File: src/rtl/pic_pkg.sv
package pic_pkg;
  typedef enum logic [1:0] {
    VS_PRIMARY   = 2'd0,
    VS_SECONDARY = 2'd1,
    VS_SPUR_PRI  = 2'd2,
    VS_SPUR_SEC  = 2'd3
  } vec_src_e;
endpackage

File: src/rtl/pic_prio.sv
module pic_prio #(
  parameter int LINES = 8,
  localparam int IDW = $clog2(LINES)
) (
  input  logic [LINES-1:0] bits_in,
  input  logic [IDW-1:0]   offset,
  output logic             found,
  output logic [IDW-1:0]   rank
);
  logic [LINES-1:0] rotated;

  for (genvar k = 0; k < LINES; k++) begin : g_rot
    logic [IDW-1:0] src;
    assign src = IDW'(k) + offset;
    assign rotated[k] = bits_in[src];
  end

  always_comb begin
    rank = '0;
    for (int k = LINES - 1; k >= 0; k--) begin
      if (rotated[k]) rank = IDW'(k);
    end
  end

  assign found = |bits_in;
endmodule

File: src/rtl/pic_unit.sv
module pic_unit #(
  parameter int LINES = 8,
  localparam int IDW = $clog2(LINES)
) (
  input  logic             clk,
  input  logic             rst_n,
  input  logic [LINES-1:0] line_in,
  input  logic [LINES-1:0] lvl_mode,
  input  logic             aeoi,
  input  logic             rot_aeoi,
  input  logic             ack,
  input  logic [LINES-1:0] pulse,
  output logic             valid,
  output logic [IDW-1:0]   win_line
);
  logic [LINES-1:0] irr_q, irr_d, isr_q, isr_d, last_q;
  logic [IDW-1:0]   rot_q, rot_d;
  logic             req_found, svc_found;
  logic [IDW-1:0]   req_rank, svc_rank;

  pic_prio #(.LINES(LINES)) u_req (
    .bits_in(irr_q), .offset(rot_q), .found(req_found), .rank(req_rank)
  );
  pic_prio #(.LINES(LINES)) u_svc (
    .bits_in(isr_q), .offset(rot_q), .found(svc_found), .rank(svc_rank)
  );

  assign valid    = req_found && (!svc_found || (req_rank < svc_rank));
  assign win_line = req_rank + rot_q;

  always_comb begin
    irr_d = irr_q;
    isr_d = isr_q;
    rot_d = rot_q;
    if (ack && valid) begin
      if (!aeoi)         isr_d[win_line] = 1'b1;
      else if (rot_aeoi) rot_d = win_line + IDW'(1);
      if (!lvl_mode[win_line]) irr_d[win_line] = 1'b0;
    end
    for (int i = 0; i < LINES; i++) begin
      if (lvl_mode[i])                  irr_d[i] = line_in[i];
      else if (line_in[i] && !last_q[i]) irr_d[i] = 1'b1;
      if (pulse[i])                     irr_d[i] = !lvl_mode[i];
    end
  end

  always_ff @(posedge clk or negedge rst_n) begin
    if (!rst_n) begin
      irr_q  <= '0;
      last_q <= '0;
      isr_q  <= '0;
      rot_q  <= '0;
    end else begin
      irr_q  <= irr_d;
      last_q <= line_in;
      if (ack) begin
        isr_q <= isr_d;
        rot_q <= rot_d;
      end
    end
  end

  // a non-automatic acknowledge leaves the winner in service
  p_isr_set_r6: assert property (@(posedge clk) disable iff (!rst_n)
    (ack && valid && !aeoi) |=> isr_q[$past(win_line)]);

  // automatic end-of-interrupt never touches in-service bits
  p_aeoi_isr_stable_r7: assert property (@(posedge clk) disable iff (!rst_n)
    (ack && aeoi) |=> $stable(isr_q));

  // rotation offset moves past the automatically ended line
  p_aeoi_rotate_r7: assert property (@(posedge clk) disable iff (!rst_n)
    (ack && valid && aeoi && rot_aeoi) |=> (rot_q == $past(win_line) + IDW'(1)));

  // a held level request is not cleared by its acknowledge
  p_level_keep_r3: assert property (@(posedge clk) disable iff (!rst_n)
    (ack && valid && lvl_mode[win_line] && line_in[win_line] && !pulse[win_line])
    |=> irr_q[$past(win_line)]);

  for (genvar i = 0; i < LINES; i++) begin : g_hold
    // an edge request holds until acknowledged
    p_edge_hold_r2: assert property (@(posedge clk) disable iff (!rst_n)
      (!lvl_mode[i] && irr_q[i] && !pulse[i] && !(ack && valid && win_line == IDW'(i)))
      |=> irr_q[i]);
  end
endmodule

File: src/rtl/pic_cascade.sv
module pic_cascade #(
  parameter int VEC_W = 8,
  parameter int LINES = 8,
  parameter int CASC  = 2,
  localparam int IDW    = $clog2(LINES),
  localparam int BASE_W = VEC_W - IDW,
  localparam int ALL    = 2 * LINES
) (
  input  logic              clk,
  input  logic              rst_n,
  input  logic [ALL-1:0]    req,
  input  logic [ALL-1:0]    trig_level,
  input  logic [BASE_W-1:0] mst_base,
  input  logic [BASE_W-1:0] slv_base,
  input  logic              mst_aeoi,
  input  logic              mst_rot_aeoi,
  input  logic              slv_aeoi,
  input  logic              slv_rot_aeoi,
  input  logic              ack,
  output logic              intr,
  output logic              vec_valid,
  output logic [VEC_W-1:0]  vector
);
  import pic_pkg::*;

  localparam logic [LINES-1:0] CASC_BIT = LINES'(1) << CASC;
  localparam logic [IDW-1:0]   SPUR     = IDW'(LINES - 1);

  logic             m_valid, s_valid, s_ack;
  logic [IDW-1:0]   m_line, s_line;
  logic [LINES-1:0] m_lines, m_pulse;
  vec_src_e         src;
  logic [VEC_W-1:0] vector_d;

  assign m_lines = req[LINES-1:0] & ~CASC_BIT;
  assign m_pulse = (s_valid && !ack) ? CASC_BIT : '0;
  assign s_ack   = ack && m_valid && (m_line == IDW'(CASC));

  pic_unit #(.LINES(LINES)) u_pri (
    .clk(clk), .rst_n(rst_n), .line_in(m_lines),
    .lvl_mode(trig_level[LINES-1:0]), .aeoi(mst_aeoi), .rot_aeoi(mst_rot_aeoi),
    .ack(ack), .pulse(m_pulse), .valid(m_valid), .win_line(m_line)
  );

  pic_unit #(.LINES(LINES)) u_sec (
    .clk(clk), .rst_n(rst_n), .line_in(req[ALL-1:LINES]),
    .lvl_mode(trig_level[ALL-1:LINES]), .aeoi(slv_aeoi), .rot_aeoi(slv_rot_aeoi),
    .ack(s_ack), .pulse('0), .valid(s_valid), .win_line(s_line)
  );

  always_comb begin
    if (!m_valid)                    src = VS_SPUR_PRI;
    else if (m_line != IDW'(CASC))   src = VS_PRIMARY;
    else if (s_valid)                src = VS_SECONDARY;
    else                             src = VS_SPUR_SEC;
    case (src)
      VS_PRIMARY:   vector_d = {mst_base, m_line};
      VS_SECONDARY: vector_d = {slv_base, s_line};
      VS_SPUR_SEC:  vector_d = {slv_base, SPUR};
      default:      vector_d = {mst_base, SPUR};
    endcase
  end

  always_ff @(posedge clk or negedge rst_n) begin
    if (!rst_n) begin
      vec_valid <= 1'b0;
      vector    <= '0;
    end else begin
      vec_valid <= ack;
      if (ack) vector <= vector_d;
    end
  end

  assign intr = m_valid;

  // one valid pulse per acknowledge
  p_vec_valid_r8: assert property (@(posedge clk) disable iff (!rst_n)
    ack |=> vec_valid);
  p_vec_single_r8: assert property (@(posedge clk) disable iff (!rst_n)
    !ack |=> !vec_valid);

  // acknowledge with nothing pending returns the primary spurious entry
  p_spur_pri_r11: assert property (@(posedge clk) disable iff (!rst_n)
    (ack && !m_valid) |=> (vector == {$past(mst_base), SPUR}));

  // cascade with an empty secondary returns the secondary spurious entry
  p_spur_sec_r10: assert property (@(posedge clk) disable iff (!rst_n)
    (ack && m_valid && m_line == IDW'(CASC) && !s_valid)
    |=> (vector == {$past(slv_base), SPUR}));
endmodule

File: config.mk
export PLATFORM = sky130hd
export DESIGN_NAME = pic_cascade
export DESIGN_NICKNAME = d
export VERILOG_FILES = /design/src/rtl/pic_pkg.sv /design/src/rtl/pic_prio.sv /design/src/rtl/pic_unit.sv /design/src/rtl/pic_cascade.sv
export SDC_FILE = /design/constraint.sdc
export NUM_CORES = 1
export LEC_CHECK = 0
export BUFFER_PORTS_ARGS = -buffer_cell sky130_fd_sc_hd__buf_2
export CAP_MARGIN = 25
export CORE_UTILIZATION = 30
export DETAILED_ROUTE_END_ITERATION = 12
export SYNTH_ARGS = -nofsm -noshare
export SYNTH_HDL_FRONTEND = slang
export SYNTH_SLANG_ARGS = --single-unit
File: constraint.sdc
create_clock -name clk -period 16.4 [get_ports clk]
set_input_delay 0.82 -clock clk [delete_from_list [all_inputs] [get_ports clk]]
set_output_delay 0.82 -clock clk [all_outputs]
set_load 0.02 [all_outputs]
==> key figures <==
Placement
  – Post-DP HPWL: 10160 um
  – Routability cong.: 0.8787
  – Port Buffer Count: 57

Yosys
  – Synth Flop Type: dfrtp_1
  – Asr flop ratio synth: 1.000
  – Yosys warning count: 0
  – Mean area per synthesized cell: 10.29 um2
  – Netlist cell types: 75
  – Post-Syn Instances: 536
  – Post-synth EDFFs: 0
  – Seq/Total Area, Yosys: 0.2813
  – Cell Area, Synth: 5515 um2
  – Post-synth net total: 600
  – Register bit total from synthesis: 62

Floorplanning
  – Die area: 18930 um2
  – Initial Util: 0.3070
  – I/O Pins: 59
  – Core area: 17960 um2
  – Std cell rows: 49
  – Die Width: 137.6 um
  – Die height: 137.6 um

Critical path
  – Crit path max fanout: 18
  – Slowest-stage cell, CP: ha_1
  – WS Path Type: flip-flop to flip-flop
  – Worst stage delay on the critical path: 0.87 ns
  – RR Startpoint: u_pri.rot_q[1]$_DFFE_PN0P_
  – CP top delay family: simple AND/OR/NAND/NOR gates
  – Crit Reg-Reg Endpoint: u_sec.rot_q[2]$_DFFE_PN0P_
  – Crit path arrival time: 7.15 ns
  – CP Cell Sequence: inv_1, ha_1, mux2i_1, a21oi_1, o22ai_1, nand2_1, nand2_1, o21ai_0, a22oi_1, inv_1, ha_1, a21oi_1, o21a_1, o311ai_0, or4b_1, a211oi_2, and2_1, nand3_2, or3_4, mux2_4
  – WP buf/inv: 2
  – Worst Reg2Reg Path Length in Cells: 20
  – R2R Setup Slk: 9.46 ns
  – Worst setup SP type: flip-flop
  – Worst Setup End Kind: flip-flop
  – Worst Path Required: 16.61 ns

Clock network
  – Setup Fix Bufs, Post-CTS: 0
  – Resize count post-CTS: 0
  – CTS tree: yes
  – H-Tree Depth: 3
  – Reg clk slew, reported paths: 0.05 ns
  – CTS Buf Count: 9
  – Clk sink count: 62
  – Root buffer cell: clkbuf_16
  – Max Root-Sink Buffers: 2
  – Hold_buf cts: 0
  – Clk_lat worst skew: 0.33 ns

GRT
  – GRT Total Usage: 0.1565
  – Initial antenna violation count: 0
  – Grt ovf: 0
  – Largest net degree at the start of global routing: 63
  – Vias in the first global route: 4678
  – First-pass GRT wire length: 23340 um

Final layout
  – Most frequent cells in the layout: 62 x dfrtp_1, 57 x buf_2, 42 x mux4_2, 42 x mux2i_1, 36 x inv_1
  – Final layout net count: 642
  – Fraction of layout cells with a size suffix above 1: 0.2710
  – Multi-input gate area: 3655 um2
  – Register Area: 1551 um2
  – Ant diodes: 0
  – Layout area overhead: 13.36%
  – Commonest non-fill, non-tap cell in the layout: dfrtp_1
  – Filler cells: 1786

STA
  – Skew final: 0.007301 ns
  – Max Slew Vio Count: 0
  – Fmax: 144.1 MHz
  – Final hold violation count: 0
  – Final setup violation count: 0
  – Final TNS setup: 0 ns
  – Slew headroom: 0.3294
  – Final worst path period need: 6.939 ns
  – Final period util: 0.4231
  – RSZ-0062 raised after global routing: false
  – Least-Margin Pin Slew: 0.9987 ns

Routing
  – Router iterations before antenna repair: 5
  – DRC: 0
  – Via/cell ratio: 5.631
  – WL/cell: 16.97 um
  – Routed Antenna Nets: 0
  – DR vias: 4572
  – DRT iter0 DRCs: 444
  – Final WL: 13780 um

Worst hold path
  – Worst Hold Class: flip-flop to flip-flop
  – Hold Path End: vector[2]$_DFFE_PN0P_
  – Hold Path Origin: vector[2]$_DFFE_PN0P_
  – Hold Crit Depth: 1

Status
  – Status: completed

Job
  – Max-cap violations: 0
==> sequential cells by signal, summed over array words and instances, names as in the netlist <==
| register | count |
|---|---|
| u_pri.irr_q | 8 |
| u_pri.isr_q | 8 |
| u_pri.last_q | 7 |
| u_pri.rot_q | 3 |
| vector | 8 |
| u_sec.isr_q | 8 |
| u_sec.last_q | 8 |
| u_sec.irr_q | 8 |
| u_sec.rot_q | 3 |
| vec_valid | 1 |
==> metal layers <==
layer,global-route usage,vias up,part of all wire
met5,0,-,0
met4,0.05067,0,0.017
met3,0.02686,20,0.040
met2,0.2691,111,0.51
met1,0.1979,2308,0.44
li1,-,2133,-
==> through the flow <==
stage	hold slack [ns]	utilization	cell area (um2)	setup slack [ns]	instances
4_1_cts	0.5041	0.3481	6252	9.547	812
2_1_floorplan	0.5133	-	5515	10.28	536
6_report	0.5012	0.3481	6252	9.461	812
3_3_place_gp	0.4834	0.3313	5951	9.762	796
3_5_place_dp	0.4918	0.3313	5951	9.554	796
5_1_grt	0.5199	0.3481	6252	9.010	812
==> kinds of logic (layout without fill, tap and decap cells) <==
group,count (synthesis),in the layout,synth area share
AOI/OAI and AO/OA,107,107,0.1357
xor gates and xnor gates,13,13,0.02541
adders and majority gates,15,15,0.03675
buffers and inverters,68,115,0.05604
DFF,62,62,0.2813
muxes,116,116,0.3144
and+or+nand+nor,155,155,0.1504
==> cell usage after synthesis (3+ instances only) <==
library cell / number / share of area
xor2_1: 5 / 0.0079
ha_1: 13 / 0.029
inv_1: 36 / 0.025
dfrtp_1: 62 / 0.28
o211ai_1: 3 / 0.0041
a21o_1: 9 / 0.012
a21oi_1: 14 / 0.013
nor4_1: 11 / 0.012
nor2b_1: 14 / 0.016
mux2_1: 4 / 0.0082
or4_1: 9 / 0.012
a22oi_1: 3 / 0.0041
nand4_1: 3 / 0.0034
or3_1: 6 / 0.0068
nand2_1: 34 / 0.023
o31ai_1: 3 / 0.0041
nand3_1: 6 / 0.0054
clkbuf_1: 12 / 0.0082
buf_6: 5 / 0.010
a41o_1: 4 / 0.0073
xnor2_1: 6 / 0.0095
buf_2: 10 / 0.0091
mux2_2: 26 / 0.053
o2111ai_1: 4 / 0.0064
mux4_2: 42 / 0.17
nor3_1: 12 / 0.011
o21ai_0: 30 / 0.027
mux2i_1: 42 / 0.076
nor2_1: 33 / 0.022
nand2b_1: 12 / 0.014
==> worst max-delay path by stage <==
| stage | from | end | slack (ns) | cells after the start |
|---|---|---|---|---|
| after CTS | u_pri.rot_q[1]$_DFFE_PN0P_ | u_sec.rot_q[2]$_DFFE_PN0P_ | 9.55 | 20 |
| after floorplan | u_pri.rot_q[0]$_DFFE_PN0P_ | u_sec.rot_q[1]$_DFFE_PN0P_ | 10.28 | 25 |
| final | u_pri.rot_q[1]$_DFFE_PN0P_ | u_sec.rot_q[2]$_DFFE_PN0P_ | 9.46 | 20 |
| after detailed placement | u_pri.rot_q[1]$_DFFE_PN0P_ | u_sec.rot_q[2]$_DFFE_PN0P_ | 9.55 | 18 |
| after global placement | u_pri.rot_q[1]$_DFFE_PN0P_ | u_sec.rot_q[1]$_DFFE_PN0P_ | 9.76 | 18 |
| after global routing | u_pri.rot_q[1]$_DFFE_PN0P_ | u_sec.rot_q[2]$_DFFE_PN0P_ | 9.01 | 20 |
==> layout make-up <==
class | count | share of cell area
Inverter | 38 | 0.02281
Tap cell | 229 | 0.04583
Multi-Input combinational cell | 406 | 0.5846
Sequential cell | 62 | 0.2481
Clock buffer | 11 | 0.03882
Clock inverter | 5 | 0.009406
Timing Repair Buffer | 61 | 0.05043
Power is left out: the tool's default activity adds up to more than one toggle a clock period on the data nets, which glitch-free logic cannot reach.
